**src/rtl/vsync_pkg.sv**
```systemverilog
package vsync_pkg;

  localparam logic [1:0] STD_NTSC  = 2'd0;
  localparam logic [1:0] STD_PAL   = 2'd1;
  localparam logic [1:0] STD_PAL60 = 2'd2;

  typedef struct packed {
    logic       master;
    logic [1:0] std;
    logic       interlace;
  } vcfg_t;

  function automatic logic std_is_625(input logic [1:0] s);
    return s == STD_PAL;
  endfunction

endpackage

```
**src/rtl/vst_master_gen.sv**
```systemverilog
module vst_master_gen #(
  parameter int H_TOTAL_525 = 858,
  parameter int H_TOTAL_625 = 864,
  parameter int LINES_525   = 525,
  parameter int LINES_625   = 625,
  parameter int HS_WIDTH    = 64,
  parameter int VS_HALF_525 = 6,
  parameter int VS_HALF_625 = 5
) (
  input  logic clk,
  input  logic rst_n,
  input  logic bclk_en,
  input  logic run,
  input  logic restart,
  input  logic is625,
  input  logic interlace,
  output logic hs_n,
  output logic vs_n,
  output logic odd
);
  localparam int H_MAX  = (H_TOTAL_625 > H_TOTAL_525) ? H_TOTAL_625 : H_TOTAL_525;
  localparam int L_MAX  = (LINES_625 > LINES_525) ? LINES_625 : LINES_525;
  localparam int HALF_W = $clog2(H_MAX / 2 + 1);
  localparam int HL_W   = $clog2(2 * L_MAX + 1);

  logic [HALF_W-1:0] hc, half_len;
  logic [HL_W-1:0]   hl, nl, wrap, vsh, fhl;
  logic              in_second;

  assign half_len = is625 ? HALF_W'(H_TOTAL_625 / 2) : HALF_W'(H_TOTAL_525 / 2);
  assign nl       = is625 ? HL_W'(LINES_625) : HL_W'(LINES_525);
  assign vsh      = is625 ? HL_W'(VS_HALF_625) : HL_W'(VS_HALF_525);
  // interlaced: the frame is 2*lines half-lines; progressive: a field of whole lines
  assign wrap     = interlace ? (nl << 1) : (nl - HL_W'(1));

  always_ff @(posedge clk or negedge rst_n) begin
    if (!rst_n) begin
      hc <= '0;
      hl <= '0;
    end else if (!run || restart) begin
      hc <= '0;
      hl <= '0;
    end else if (bclk_en) begin
      if (hc >= half_len - HALF_W'(1)) begin
        hc <= '0;
        hl <= (hl >= wrap - HL_W'(1)) ? '0 : hl + HL_W'(1);
      end else begin
        hc <= hc + HALF_W'(1);
      end
    end
  end

  assign in_second = interlace & (hl >= nl);
  assign fhl       = in_second ? hl - nl : hl;
  assign hs_n      = ~(~hl[0] & (hc < HALF_W'(HS_WIDTH)));
  assign vs_n      = ~(fhl < vsh);
  assign odd       = ~in_second;

endmodule

```
**src/rtl/vst_field_detect.sv**
```systemverilog
module vst_field_detect #(
  parameter int H_TOTAL_525 = 858,
  parameter int H_TOTAL_625 = 864
) (
  input  logic clk,
  input  logic rst_n,
  input  logic bclk_en,
  input  logic run,
  input  logic is625,
  input  logic interlace,
  input  logic hs_i,
  input  logic vs_i,
  output logic odd
);
  localparam int H_MAX = (H_TOTAL_625 > H_TOTAL_525) ? H_TOTAL_625 : H_TOTAL_525;
  localparam int PW    = $clog2(H_MAX + 1);

  logic          hs_q, vs_q, odd_r, hs_fall, vs_fall, near_edge;
  logic [PW-1:0] hpos, phase, line_len, quarter;

  assign hs_fall  = hs_q & ~hs_i;
  assign vs_fall  = vs_q & ~vs_i;
  assign line_len = is625 ? PW'(H_TOTAL_625) : PW'(H_TOTAL_525);
  assign quarter  = line_len >> 2;
  assign phase    = hs_fall ? '0 : ((&hpos) ? hpos : hpos + PW'(1));
  assign near_edge = (phase < quarter) | (phase > line_len - quarter);

  always_ff @(posedge clk or negedge rst_n) begin
    if (!rst_n) begin
      hs_q  <= 1'b1;
      vs_q  <= 1'b1;
      hpos  <= '0;
      odd_r <= 1'b1;
    end else if (run && bclk_en) begin
      hs_q <= hs_i;
      vs_q <= vs_i;
      hpos <= phase;
      if (vs_fall) odd_r <= near_edge;
    end
  end

  assign odd = interlace ? odd_r : 1'b1;

endmodule

```
**src/rtl/vsync_timing.sv**
```systemverilog
module vsync_timing
  import vsync_pkg::*;
#(
  parameter int H_TOTAL_525 = 858,
  parameter int H_TOTAL_625 = 864,
  parameter int LINES_525   = 525,
  parameter int LINES_625   = 625,
  parameter int HS_WIDTH    = 64,
  parameter int VS_HALF_525 = 6,
  parameter int VS_HALF_625 = 5
) (
  input  logic       clk,
  input  logic       rst_n,
  input  logic       bclk_en,
  input  logic       master_sel,
  input  logic [1:0] std_sel,
  input  logic       interlace,
  input  logic       hsync_i,
  input  logic       vsync_i,
  output logic       hsync_o,
  output logic       hsync_oe,
  output logic       vsync_o,
  output logic       vsync_oe,
  output logic       field_odd
);
  vcfg_t cfg_now, cfg_q;
  logic  is625, restart, gen_hs_n, gen_vs_n, gen_odd, det_odd;

  assign cfg_now = '{master: master_sel, std: std_sel, interlace: interlace};
  assign is625   = std_is_625(std_sel);

  // configuration tracker runs through reset so the first edge after release is clean
  always_ff @(posedge clk) cfg_q <= cfg_now;
  assign restart = (cfg_now != cfg_q);

  vst_master_gen #(
    .H_TOTAL_525(H_TOTAL_525), .H_TOTAL_625(H_TOTAL_625),
    .LINES_525(LINES_525), .LINES_625(LINES_625),
    .HS_WIDTH(HS_WIDTH), .VS_HALF_525(VS_HALF_525), .VS_HALF_625(VS_HALF_625)
  ) u_gen (
    .clk(clk), .rst_n(rst_n), .bclk_en(bclk_en), .run(master_sel),
    .restart(restart), .is625(is625), .interlace(interlace),
    .hs_n(gen_hs_n), .vs_n(gen_vs_n), .odd(gen_odd)
  );

  vst_field_detect #(
    .H_TOTAL_525(H_TOTAL_525), .H_TOTAL_625(H_TOTAL_625)
  ) u_det (
    .clk(clk), .rst_n(rst_n), .bclk_en(bclk_en), .run(~master_sel),
    .is625(is625), .interlace(interlace), .hs_i(hsync_i), .vs_i(vsync_i),
    .odd(det_odd)
  );

  assign hsync_oe  = master_sel;
  assign vsync_oe  = master_sel;
  assign hsync_o   = master_sel ? gen_hs_n : 1'b1;
  assign vsync_o   = master_sel ? gen_vs_n : 1'b1;
  assign field_odd = master_sel ? gen_odd : det_odd;

endmodule

```
**config.mk**
```make
export PLATFORM = sky130hd
export DESIGN_NAME = vsync_timing
export DESIGN_NICKNAME = d
export VERILOG_FILES = /design/src/rtl/vsync_pkg.sv /design/src/rtl/vst_master_gen.sv /design/src/rtl/vst_field_detect.sv /design/src/rtl/vsync_timing.sv
export SDC_FILE = /design/constraint.sdc
export NUM_CORES = 1
export LEC_CHECK = 0
export BUFFER_PORTS_ARGS = -buffer_cell sky130_fd_sc_hd__buf_2
export CAP_MARGIN = 30
export CORE_AREA = 2 2 75 77
export CTS_CLUSTER_DIAMETER = 40
export CTS_CLUSTER_SIZE = 24
export DETAILED_ROUTE_END_ITERATION = 7
export DIE_AREA = 0 0 77 79
export GPL_TIMING_DRIVEN = 1
export PLACE_DENSITY = 0.74
export SLEW_MARGIN = 20
export SYNTH_ARGS = -nofsm -noshare
export SYNTH_HDL_FRONTEND = slang
export SYNTH_HIERARCHICAL = 1
export SYNTH_SLANG_ARGS = --single-unit
```
**constraint.sdc**
```tcl
create_clock -name clk -period 4.8 [get_ports clk]
set_clock_uncertainty 0.05 [all_clocks]
set_input_delay 0.72 -clock clk [delete_from_list [all_inputs] [get_ports clk]]
set_output_delay 0.72 -clock clk [all_outputs]
set_load 0.05 [all_outputs]
```
# Yosys cells after proc, flatten, opt, wreduce, memory -nomap -nowiden
# Index checks and enable logic that the tools add are counted.
# W data, S select, Z words.
[op_classes]
muxes = 19
n_addsub = 8
magnitude_cmp = 7
reduce_logical = 8
bitwise_logic = 12
eq_ne = 2
[ops]
columns = ["operator", "count"]
rows = [
  ["$mux W11", 6],
  ["$mux W9", 3],
  ["$ge A11 B11 Y1", 2],
  ["$sub A11 B1 Y11 const B", 2],
  ["$mux W10", 2],
  ["$add A11 B1 Y11 const B", 1],
  ["$lt A11 B11 Y1", 1],
  ["$sub A11 B11 Y11", 1],
  ["$add A10 B1 Y10 const B", 1],
  ["$gt A10 B10 Y1", 1],
  ["$lt A10 B8 Y1", 1],
  ["$reduce_and A10 Y1", 1],
  ["$sub A10 B8 Y10", 1],
  ["$add A9 B1 Y9 const B", 1],
  ["$ge A9 B9 Y1", 1],
  ["$lt A9 B7 Y1 const B", 1],
  ["$sub A9 B1 Y9 const B", 1],
  ["$mux W7", 1],
  ["$not A1 Y1", 7],
  ["$mux W6", 1],
  ["$mux W5", 1],
  ["$and A1 B1 Y1", 4],
  ["$mux W1", 4],
  ["$ne A4 B4 Y1", 1],
  ["other kinds (8)", 10],
]
[totals]
in_bits = 9
reg_bits = 37
word_cells = 65
output_inout_bits = 5

# Logic depth before layout (Yosys ltp)
[depth]
depth_word = 10
mapped_depth = 15
mapped_depth_nobuf = 15

# Modules after synthesis
# The synthesis kept the hierarchy.
[by_module_without_submodules]
columns = ["module", "cells_each", "instances", "seq_area_each_um2", "area_per_inst_um2"]
rows = [
  ["vst_master_gen", 218, 1, 500.5, 1828.0],
  ["vst_field_detect", 129, 1, 329.1, 1044.8],
  ["vsync_timing", 16, 1, 80.1, 170.2],
]

# Worst setup path before layout
# No wires, ideal clock.
[synth_timing]
path_kind = "in2out"
start = "in std_sel[0]"
end = "out vsync_o"
path_stages = 14
t_required_ps = 4030
slack_ps = 31
arrival_ps = 3999
path_cell_list = "nor2b_1 inv_1 ha_1 a211o_1 and2_4 nor4_1 o21a_1 o21ai_0 ha_1 a21oi_1 nor3_1 mux2i_1 o211ai_1 nand2b_1"
[synth_via]
elab_chain_cells = 8
[synth_rtl]
columns = ["element", "line", "text"]
rows = [
  ["start, declared", "vsync_timing.sv:16", "input logic [1:0] std_sel,"],
  ["$eq A2 B1 Y1 (*)", "vsync_pkg.sv:14", "return s == STD_PAL;"],
  ["$mux W7", "vst_master_gen.sv:31", "assign nl = is625 ? HL_W'(LINES_625) : HL_W'(LINES_525);"],
  ["$ge A11 B11 Y1", "vst_master_gen.sv:53", "assign in_second = interlace & (hl >= nl);"],
  ["$and A1 B1 Y1", "vst_master_gen.sv:53", ""],
  ["$mux W11", "vst_master_gen.sv:54", "assign fhl = in_second ? hl - nl : hl;"],
  ["$lt A11 B11 Y1 (*)", "vst_master_gen.sv:56", "assign vs_n = ~(fhl < vsh);"],
  ["$not A1 Y1 (*)", "vst_master_gen.sv:56", ""],
  ["named net gen_vs_n", "vsync_timing.sv:27", "logic is625, restart, gen_hs_n, gen_vs_n, gen_odd, det_odd;"],
  ["$mux W1 (*)", "vsync_timing.sv:57", "assign vsync_o = master_sel ? gen_vs_n : 1'b1;"],
  ["end, declared", "vsync_timing.sv:22", "output logic vsync_o,"],
]
# Mark *: on every way through the listed nets, which the timed path passes. The rest lies on a longest branch.

# Worst setup path in the final report
[layout_timing]
start = "in std_sel[0]"
end = "out vsync_o"
[layout_via]
elab_chain_cells = 8
[layout_rtl]
columns = ["element", "line"]
rows = [
  ["$eq A2 B1 Y1 (*)", "vsync_pkg.sv:14"],
  ["named net is625", "vsync_timing.sv:27"],
  ["$mux W7", "vst_master_gen.sv:31"],
  ["$ge A11 B11 Y1", "vst_master_gen.sv:53"],
  ["$and A1 B1 Y1", "vst_master_gen.sv:53"],
  ["$mux W11", "vst_master_gen.sv:54"],
  ["$lt A11 B11 Y1 (*)", "vst_master_gen.sv:56"],
  ["$not A1 Y1 (*)", "vst_master_gen.sv:56"],
  ["named net gen_vs_n", "vsync_timing.sv:27"],
  ["$mux W1 (*)", "vsync_timing.sv:57"],
]
# Marked as above.

==> results.md <==
- Type of the worst min-delay path: flip-flop to flip-flop
- DRC violations left: 0
- Layout area overhead: 8.10%
- Total global routing overflow: 0
- Critical-path top delay cell: ha_1
- Min setup slack post-route: 274 ps
- Total GRT Usage: 25.2%
- Mean Syn Cell Area: 8.38 um2
- Max Transition Viols Final: 0
- Max Fclk: 0.221 GHz
- Layout cells sized above 1: about 14%
- # setup viols final: 0
- Detail Placement HPWL: between 5 and 6 mm
- Setup_tns: 0 ps
- Cell area after layout: approximately 3300 um2
- Clk_lat worst skew: 290 ps
- Mapped Cells: between 300 and 400
- First-pass GRT wire length: around 12 mm
- Slew headroom: 42.3%
- Max Cap Viol: 0
- Tmin final: 4530 ps
- Crit-path cells: buf_2 -> nor2b_1 -> inv_1 -> ha_1 -> o21a_1 -> and2_4 -> nor4_2 -> o21a_1 -> nand2_1 -> o21ai_0 -> ha_1 -> a21oi_1 -> nor3_1 -> mux2i_1 -> o211ai_1 -> nand2b_1 -> clkbuf_4
- CTS Hold Bufs: 0
- Distinct cells, synth: 66
- Commonest non-fill, non-tap cells in the layout: nand2_1, dfrtp_1, nor2_1, o21ai_0, ha_1
- # diodes: 0
- Slew at the pin with the worst max-slew slack: roughly 860 ps
- Startpoint types: input port
- Largest net degree at the start of global routing: 34
- Ys async rst share: just under 90%
- Worst endpoint data arrival time: about 3800 ps
- Syn. warnings: 6
- Chip width: ~77 um
- Leakage power: between 1 and 1.5 nW
- Post-synth EDFFs: 0
- Wirelength per Cell: approximately 15 um
- Commonest non-fill, non-tap cell in the layout: nand2_1
- Placement Setup Slack: approximately 230 ps
- Row count: 27
- Initial antenna violation count: 0
- RSZ-0062 raised after global routing: no
- Die Height: between 70 and 80 um
- Crit-path max cell delay: roughly 400 ps
- Register area share after synthesis: 29.9%
- Htree depth: 2
- CP Max Fanout: 6
- First DRT Iteration DRCs: 146
- Syn Std Cell Area: between 3000 and 4000 um2
- Vias in the first global route: around 2500
- DP Area: between 3000 and 4000 um2
- VDD IR max: 0.000227 V
- DR vias/cell: between 5 and 6
- Req. time, crit path: 4030 ps
- Die area: slightly above 6000 um2
- P per Cell Area: 227 nW/um2
- WS Path Type: input port to output port
- Clock slew seen by the registers of the worst setup and hold paths: 70 ps
- Mapped Nets: roughly 400
- Final hold violations: 0
- Port buffer count: 13
- Total CTS buffers: 5
- Max Buffers Root-to-Sink: 2
- Final wirelength: ~6.9 mm
- Final critical-path share of the clock period: between 90% and 100%
- Hold_ws: between 400 and 500 ps
- DRT antenna net count: 0
- Most used flip-flop cell after synthesis: dfrtp_1
- Worst setup EP type: output port
- Vias: between 2000 and 3000
- Number of detailed-route iterations in the first pass: 4
- Nets: between 400 and 500
- GPL Wtd Cong: ~0.91
- IO Count: 14
- #FFs+latches synth: 37
- CTS tree: built
- Clock sinks: 37
- Root Driver: clkbuf_8
- Fin util: about three fifths
- Core area: approximately 5300 um2
- Outcome: finished clean
- Initial Util: 57.0%
power breakdown:
group	internal (mW)	switching (mW)
clock network	0.103	0.119
logic	0.0601	0.0956
registers	0.335	0.0345
flip-flops by register name, indices dropped and copies added (netlist names):
register	flops
u_det/hs_q	1
u_det/odd_r	1
u_det/vs_q	1
u_det/hpos	10
cfg_q	4
u_gen/hc	9
u_gen/hl	11
metal layers:
metal  up-vias  wire [um]  global-route usage (%)  share of wire (%)
met5         -          0                       0                  0
met4         0         93                    8.21                1.3
met3         8        249                    3.86                3.6
met2        60       3200                    40.4                 46
met1      1253       3350                    35.3                 49
li1       1357          -                       -                  -
per-stage QoR:
step	power (mW)	cells
5_1_grt	0.795	450
6_report	0.747	450
3_3_place_gp	0.524	441
4_1_cts	0.752	449
3_5_place_dp	0.529	441
2_1_floorplan	0.483	363
worst max-delay path, delay by kind of cell:
kind / cells / cell delay, ps
simple gates: 6 / 990
compound gates: 5 / 750
fa+ha+maj: 2 / 660
buf+inv: 3 / 460
mux: 1 / 150
cell families (layout without fill, tap and decap cells):
family	count (synthesis)	after routing	synth area share, %
XOR/XNOR	19	19	5.47
flip-flops	37	37	29.9
buffers and inverters	27	42	3.74
AND/OR/NAND/NOR	153	153	26.4
AO/OA/AOI/OAI	97	97	22.7
other	1	1	0.123
adder cells (fa/ha/maj)	26	26	10.6
multiplexers	3	3	1.03
layout make-up:
class,count,area [um2]
tap,72,90.1
fill,490,2050
timing repair buffer,19,113
multi-input combinational,299,2030
inverter,15,56.3
clock buffer,5,68.8
clock inverter,3,21.3
sequential,37,910
cells in the mapped netlist, types with 4 or more instances:
master    instances  share of area, %
nand2_1          47               5.8
a21o_1            9               2.2
nand2b_1          7               1.4
nor2b_1           6               1.2
xnor2_1          10               2.9
or2_2             5               1.0
o211ai_1          9               2.2
clkbuf_1          6              0.74
o21ai_0          25               4.1
dfxtp_1           4               2.6
xor2_1            9               2.6
and3_1            6               1.2
o31ai_1           4              0.99
nor2_1           27               3.3
ha_1             25                10
nand3_1          11               1.8
a21oi_1          17               2.8
dfrtp_1          30                25
nand4_1           8               1.6
o21a_1            8               2.0
inv_1            15               1.9
buf_2             4              0.66
nor3_1            7               1.2
worst paths after layout:
kind / end / cells past startpoint / slack [ps] / from
setup reg to reg: u_det/odd_r / 13 / 1570 / u_det/hpos[0]
hold reg to reg: u_det/hs_q / 2 / 420 / u_det/hs_q
hold / removal: u_det/hs_q / 2 / 420 / u_det/hs_q
setup / recovery: vsync_o / 17 / 270 / std_sel[0]
min in group asynchronous: u_gen/hc[3] / 1 / 430 / rst_n
max in group asynchronous: u_det/hpos[0] / 1 / 3790 / rst_n
what timing repair did:
action	CTS	global route
gates resized for setup	0	2
setup endpoints to repair	0	1
endpoints found under the hold margin	0	0
setup buffers	0	1
No activity file was read; power rests on OpenSTA's default activity.
